**src/rtl/audio_serial_fmt_pkg.sv**
```systemverilog
package audio_serial_fmt_pkg;

  typedef enum logic [2:0] {
    FMT_LJ   = 3'd0,
    FMT_I2S  = 3'd1,
    FMT_RJA  = 3'd2,
    FMT_RJB  = 3'd3,
    FMT_RJC  = 3'd4,
    FMT_RSV5 = 3'd5,
    FMT_RSV6 = 3'd6,
    FMT_LSBF = 3'd7
  } fmtCode_e;

  typedef struct packed {
    logic frameLoad;
    logic bitLoad;
    logic bclkNext;
    logic slotRight;
  } ctrlStrobes_t;

endpackage

```
**src/rtl/audio_serial_fmt_ctrl.sv**
```systemverilog
module audio_serial_fmt_ctrl
  import audio_serial_fmt_pkg::*;
#(
  parameter int CLK_PER_BIT = 4,
  parameter int SLOT_LEN    = 32,
  localparam int FRAME_CLKS = CLK_PER_BIT * SLOT_LEN * 2,
  localparam int CNT_W      = $clog2(FRAME_CLKS),
  localparam int PH_W       = $clog2(CLK_PER_BIT),
  localparam int POS_W      = $clog2(SLOT_LEN)
) (
  input  logic             clk,
  input  logic             rstN,
  output ctrlStrobes_t     strobes,
  output logic [POS_W-1:0] slotPos
);

  logic [CNT_W-1:0] frameCnt;
  logic [PH_W-1:0]  phase;

  always_ff @(posedge clk or negedge rstN) begin
    if (!rstN) frameCnt <= '0;
    else       frameCnt <= frameCnt + 1'b1;
  end

  assign phase = frameCnt[PH_W-1:0];
  assign slotPos = frameCnt[CNT_W-2:PH_W];

  always_comb begin
    strobes.frameLoad = (frameCnt == CNT_W'(FRAME_CLKS - 1));
    strobes.bitLoad   = (phase == '0);
    strobes.bclkNext  = (phase >= PH_W'(CLK_PER_BIT / 2));
    strobes.slotRight = frameCnt[CNT_W-1];
  end

endmodule

```
**src/rtl/audio_serial_fmt_datapath.sv**
```systemverilog
module audio_serial_fmt_datapath
  import audio_serial_fmt_pkg::*;
#(
  parameter int SAMPLE_W = 24,
  parameter int SLOT_LEN = 32,
  parameter int RJ_W_A   = 24,
  parameter int RJ_W_B   = 20,
  parameter int RJ_W_C   = 16,
  localparam int POS_W   = $clog2(SLOT_LEN),
  localparam int NUM_RJ  = 3
) (
  input  logic                clk,
  input  logic                rstN,
  input  ctrlStrobes_t        strobes,
  input  logic [POS_W-1:0]    slotPos,
  input  logic [SAMPLE_W-1:0] leftIn,
  input  logic [SAMPLE_W-1:0] rightIn,
  input  logic                sampleValid,
  output logic                sampleReady,
  input  logic [2:0]          fmtSel,
  input  logic                muteEn,
  input  logic                passEn,
  input  logic                unlockMuteEn,
  input  logic                locked,
  input  logic                extIn,
  output logic                bclkOut,
  output logic                lrclkOut,
  output logic                dataOut
);

  localparam int RJ_WIDTHS [NUM_RJ] = '{RJ_W_A, RJ_W_B, RJ_W_C};

  logic [SAMPLE_W-1:0] pendLeft, pendRight, actLeft, actRight, curWord, revWord;
  logic                pendFull, accept;
  fmtCode_e            actFmt;
  logic [SLOT_LEN-1:0] ljImg, i2sImg, lsbImg, slotImg;
  logic [SLOT_LEN-1:0] rjImg [NUM_RJ];
  logic                fmtBit, nextBit, bclkQ, lrQ, dataQ;

  // One-deep holding slot; consumed at the frame boundary
  assign accept      = sampleValid && !pendFull;
  assign sampleReady = !pendFull;

  always_ff @(posedge clk or negedge rstN) begin
    if (!rstN) begin
      pendFull  <= 1'b0;
      pendLeft  <= '0;
      pendRight <= '0;
      actLeft   <= '0;
      actRight  <= '0;
      actFmt    <= FMT_LJ;
    end else begin
      if (strobes.frameLoad) begin
        actFmt   <= fmtCode_e'(fmtSel);
        actLeft  <= pendFull ? pendLeft  : '0;
        actRight <= pendFull ? pendRight : '0;
      end
      if (accept) begin
        pendLeft  <= leftIn;
        pendRight <= rightIn;
        pendFull  <= 1'b1;
      end else if (strobes.frameLoad) begin
        pendFull <= 1'b0;
      end
    end
  end

  assign curWord = strobes.slotRight ? actRight : actLeft;

  // Slot images, bit SLOT_LEN-1 goes out first
  assign ljImg  = {curWord, {(SLOT_LEN - SAMPLE_W){1'b0}}};
  assign i2sImg = {1'b0, curWord, {(SLOT_LEN - SAMPLE_W - 1){1'b0}}};

  for (genvar b = 0; b < SAMPLE_W; b++) begin : g_rev
    assign revWord[b] = curWord[SAMPLE_W-1-b];
  end
  assign lsbImg = {revWord, {(SLOT_LEN - SAMPLE_W){1'b0}}};

  for (genvar k = 0; k < NUM_RJ; k++) begin : g_rj
    localparam int WLEN = RJ_WIDTHS[k];
    assign rjImg[k] = {{(SLOT_LEN - WLEN){1'b0}}, curWord[SAMPLE_W-1 -: WLEN]};
  end

  always_comb begin
    case (actFmt)
      FMT_LJ:   slotImg = ljImg;
      FMT_I2S:  slotImg = i2sImg;
      FMT_RJA:  slotImg = rjImg[0];
      FMT_RJB:  slotImg = rjImg[1];
      FMT_RJC:  slotImg = rjImg[2];
      FMT_LSBF: slotImg = lsbImg;
      default:  slotImg = '0;
    endcase
  end

  assign fmtBit = slotImg[POS_W'(SLOT_LEN - 1) - slotPos];

  always_comb begin
    if (muteEn)                       nextBit = 1'b0;
    else if (passEn)                  nextBit = extIn;
    else if (unlockMuteEn && !locked) nextBit = 1'b0;
    else                              nextBit = fmtBit;
  end

  always_ff @(posedge clk or negedge rstN) begin
    if (!rstN) begin
      bclkQ <= 1'b1;
      lrQ   <= 1'b0;
      dataQ <= 1'b0;
    end else begin
      bclkQ <= strobes.bclkNext;
      lrQ   <= (actFmt == FMT_I2S) ? strobes.slotRight : !strobes.slotRight;
      if (strobes.bitLoad) dataQ <= nextBit;
    end
  end

  assign bclkOut  = bclkQ;
  assign lrclkOut = lrQ;
  assign dataOut  = dataQ;

endmodule

```
**src/rtl/audio_serial_fmt.sv**
```systemverilog
module audio_serial_fmt
  import audio_serial_fmt_pkg::*;
#(
  parameter int SAMPLE_W    = 24,
  parameter int SLOT_LEN    = 32,
  parameter int CLK_PER_BIT = 4,
  localparam int POS_W      = $clog2(SLOT_LEN)
) (
  input  logic                clk,
  input  logic                rstN,
  input  logic [SAMPLE_W-1:0] leftIn,
  input  logic [SAMPLE_W-1:0] rightIn,
  input  logic                sampleValid,
  output logic                sampleReady,
  input  logic [2:0]          fmtSel,
  input  logic                muteEn,
  input  logic                passEn,
  input  logic                unlockMuteEn,
  input  logic                locked,
  input  logic                extIn,
  output logic                bclkOut,
  output logic                lrclkOut,
  output logic                dataOut
);

  ctrlStrobes_t     strobes;
  logic [POS_W-1:0] slotPos;

  audio_serial_fmt_ctrl #(
    .CLK_PER_BIT(CLK_PER_BIT),
    .SLOT_LEN   (SLOT_LEN)
  ) u_ctrl (
    .clk    (clk),
    .rstN   (rstN),
    .strobes(strobes),
    .slotPos(slotPos)
  );

  audio_serial_fmt_datapath #(
    .SAMPLE_W(SAMPLE_W),
    .SLOT_LEN(SLOT_LEN)
  ) u_dp (
    .clk         (clk),
    .rstN        (rstN),
    .strobes     (strobes),
    .slotPos     (slotPos),
    .leftIn      (leftIn),
    .rightIn     (rightIn),
    .sampleValid (sampleValid),
    .sampleReady (sampleReady),
    .fmtSel      (fmtSel),
    .muteEn      (muteEn),
    .passEn      (passEn),
    .unlockMuteEn(unlockMuteEn),
    .locked      (locked),
    .extIn       (extIn),
    .bclkOut     (bclkOut),
    .lrclkOut    (lrclkOut),
    .dataOut     (dataOut)
  );

endmodule

```
**config.mk**
```make
export PLATFORM = sky130hd
export DESIGN_NAME = audio_serial_fmt
export DESIGN_NICKNAME = d
export VERILOG_FILES = /design/src/rtl/audio_serial_fmt_pkg.sv /design/src/rtl/audio_serial_fmt_ctrl.sv /design/src/rtl/audio_serial_fmt_datapath.sv /design/src/rtl/audio_serial_fmt.sv
export SDC_FILE = /design/constraint.sdc
export NUM_CORES = 1
export LEC_CHECK = 0
export BUFFER_PORTS_ARGS = -buffer_cell sky130_fd_sc_hd__buf_2
export CAP_MARGIN = 10
export CORE_ASPECT_RATIO = 1.25
export CORE_MARGIN = 1.5
export CORE_UTILIZATION = 30
export DETAILED_ROUTE_END_ITERATION = 7
export SLEW_MARGIN = 20
export SYNTH_ARGS = -nofsm -noshare
export SYNTH_HDL_FRONTEND = slang
export SYNTH_SLANG_ARGS = --single-unit
```
**constraint.sdc**
```tcl
create_clock -name clk -period 2 [get_ports clk]
set_input_delay 0.1 -clock clk [delete_from_list [all_inputs] [get_ports clk]]
set_output_delay 0.1 -clock clk [all_outputs]
set_load 0.1 [all_outputs]
```
==> results by group <==
Status
  – Outcome: finished with violations
  – Failing checks: setup timing

STA
  – Period minus WS final: around 2.3 ns
  – Final Skew: 0.00803 ns
  – Tcrit/Tclk final: 114%
  – Max-slew violations: 0
  – Final worst setup slack: -0.280 ns
  – Worst Tran Pin Value: 0.563 ns
  – Setup_tns: -0.280 ns
  – RSZ-0062 raised after global routing: true
  – Fmax: 0.439 GHz
  – Final Hold Vio Count: 0
  – Final setup viols: 1
  – Relative slew slack: 62.5%

Global route
  – GRT Total Usage: 17.4%
  – First-pass GRT wire length: about 28 mm
  – Grt total ovfl: 0
  – Largest net degree at the start of global routing: slightly above 50
  – Vias in the first global route: approximately 5200
  – Initial antenna violation count: 0

Place
  – HPWL after detailed placement: roughly 12 mm
  – Final GP Congestion: 0.929
  – Port Buf Inserts: 62

Logic synthesis
  – Cell count after synthesis: around 560
  – Number of flops mapped to enable cells by yosys: 0
  – Most used DFF post-synth: dfrtp_1
  – Yosys warns: 0
  – Post-synthesis sequential area ratio: between 40% and 50%
  – Synthesized area per cell: between 10 and 15 sq um
  – Cell accounting for the most synthesized area: dfrtp_1
  – Post-synthesis async set-or-reset flop share: 100%
  – Leading post-synthesis cells by cell area: dfrtp_1 (47%), mux2_2 (12%), nand2_1 (6.6%), o21ai_0 (5.4%), mux2i_1 (3.1%)
  – Top-area cell type share of the netlist area: between 40% and 50%
  – Count of different cell masters after synthesis: between 60 and 70
  – Syn Nets: 624
  – FF+latch count, synth: between 100 and 150
  – Mapped Area: ~0.0058 sq mm

Worst setup path
  – Critical path endpoint category: flip-flop
  – CP Data Arrival Time: 2.51 ns
  – Type of the worst setup path: flip-flop to flip-flop
  – Data required, critical path: 2.23 ns
  – CP max FO: 18
  – Crit start category: flip-flop

Die
  – Initial Utilization: a little under a third
  – Core Area: approximately 0.019 sq mm
  – Die Ht: between 150 and 200 um
  – # IOs: 63
  – Die W: 128 um
  – Row cnt: 56
  – Die area: slightly above 0.02 sq mm

Drt
  – Routed Wire Length: around 17 mm
  – DRT Pass-1 Iters: 5
  – Total number of vias: roughly 5000
  – Post-route DRC: 0
  – Via density: just over 5
  – Number of DRC markers in iteration 0: 267
  – Final ANT Viol Nets: 0
  – WL/cell: 17.1 um

Clocking
  – Clock sink count: 111
  – Clk slew on worst S/H paths: around 0.070 ns
  – Clk root buf: clkbuf_16
  – Clock Path Buffers: 2
  – Worst-skew pair later-pin latency: about 0.35 ns
  – H-tree depth: 3
  – Inserted Clock Buffers: 9
  – CTS tree: yes

Pwr
  – PD cells: between 600 and 700 mW/mm^2
  – P_leak: 3.52 nW
  – VDD IR max: about 0.00055 V
  – Design Power: approximately 5.6 mW

Cells and area
  – Syn-to-layout area delta: 39.8%
  – Layout cells sized above 1: 38.6%
  – Nets: roughly 800
  – Final core occ: a little over two fifths
  – Ant diodes: 0
  – # fillers: between 1500 and 2000

Worst hold path
  – Hold Path Class: input pin to flip-flop

Run
  – Max_cap viols: 0
-- cells by family after synthesis --
family,Yosys count,synth area share [%]
simple gates,147,11.2
flops,111,47.6
buf+inv,54,4.74
fa+ha+maj,3,0.643
mux,88,17.4
compound gates,150,17.0
xor+xnor,9,1.35
-- per-layer routing --
| metal | global-route usage [%] | vias up | wire (um) |
|---|---|---|---|
| met1 | 22.4 | 2479 | 7460 |
| met4 | 7.87 | 0 | 612 |
| li1 | - | 2442 | - |
| met2 | 28.7 | 141 | 8340 |
| met5 | 0 | - | 0 |
| met3 | 2.56 | 41 | 616 |
-- sequential cells by signal (all words and copies together) (netlist names) --
| register | cells |
|---|---|
| u_ctrl.frameCnt | 8 |
| u_dp.pendRight | 24 |
| u_dp.pendFull | 1 |
| u_dp.actLeft | 24 |
| u_dp.bclkOut | 1 |
| u_dp.lrclkOut | 1 |
| u_dp.pendLeft | 24 |
| u_dp.actRight | 24 |
| u_dp.dataOut | 1 |
| u_dp.actFmt | 3 |
-- layout by cell type (no fill, tap or decap), types with 3 or more instances in the layout --
cell type	n
o22a_1	3
a211oi_1	5
inv_6	3
buf_2	61
nand2_1	103
mux2i_2	6
nor2_1	9
clkbuf_16	9
mux2_2	60
o22ai_1	24
a2111oi_2	3
buf_12	11
o221ai_1	9
o21ai_0	62
o211ai_1	5
mux2_4	3
or3b_4	4
inv_1	8
nor3b_1	4
mux2i_1	16
xor2_1	3
a221o_1	3
a21oi_1	5
mux4_2	3
buf_4	106
ha_1	3
xnor2_1	6
o2111ai_1	3
nor2b_1	3
dfrtp_1	109
dlygate4sd3_1	52
nor3_1	4
-- final timing paths --
check	start	end	slack [ns]	cells past startpoint
min in group asynchronous	rstN	u_dp.pendRight[2]	0.28	2
worst max-delay path	u_ctrl.frameCnt[7]	u_dp.dataOut	-0.28	7
worst min register to register	u_dp.actLeft[16]	u_dp.actLeft[16]	0.48	2
worst min-delay path	sampleValid	u_dp.pendFull	0.13	3
max in group asynchronous	rstN	u_dp.pendRight[13]	1.02	3
worst max register to register	u_ctrl.frameCnt[7]	u_dp.dataOut	-0.28	7
-- metrics by stage --
| stage | instances | area (sq um) | hold WS [ns] | setup WS [ns] |
|---|---|---|---|---|
| after floorplan | 562 | 5860 | -0.196 | -0.0321 |
| after global placement | 924 | 7210 | 0.131 | -0.334 |
| after detailed placement | 924 | 7210 | 0.133 | -0.305 |
| after CTS | 995 | 8090 | 0.116 | -0.215 |
| after global routing | 997 | 8160 | 0.137 | -0.375 |
| final | 997 | 8160 | 0.132 | -0.280 |
-- synth_stat cells, drive strengths merged (6+ instances only) --
| cell | count |
|---|---|
| o21ai | 64 |
| mux2i | 22 |
| clkbuf | 31 |
| mux2 | 63 |
| xnor2 | 6 |
| dfrtp | 110 |
| nand2 | 103 |
| inv | 9 |
| a21oi | 6 |
| o221ai | 10 |
| buf | 14 |
| o22ai | 26 |
| nor2 | 9 |
-- final cells by class --
type                       count  area (sq um)  area share, %
clock inverter                 6          66.3          0.813
inverter                       9          33.8          0.414
multi-input combinational    397          2880           35.4
tap                          232           290           3.56
sequential                   111          2780           34.1
timing repair buffer         232          1860           22.9
clock buffer                  10           239           2.93
-- critical path: stages (launching register included) --
cell and delay (ns):
dfrtp_2 0.45, buf_12 0.17, mux2_4 0.31, a222oi_1 0.38
o2111ai_1 0.18, a32o_2 0.32, nor4_4 0.28, a311oi_2 0.07
-- power breakdown --
part / internal, mW / switching, mW / leakage [nW]
registers: 2.63 / 0.208 / 1.41
clock network: 1.02 / 0.827 / 0.154
logic: 0.542 / 0.396 / 1.96
total: 4.18 / 1.43 / 3.52
-- what timing repair did --
item | in CTS | in global routing
pin swaps | 3 | 3
gates resized for setup | 9 | 11
hold buffers | 52 | 0
endpoints found under the hold margin | 91 | 0
endpoints found under the setup margin | 1 | 1
setup buffers | 3 | 2
(Power assumes the default switching activity.)
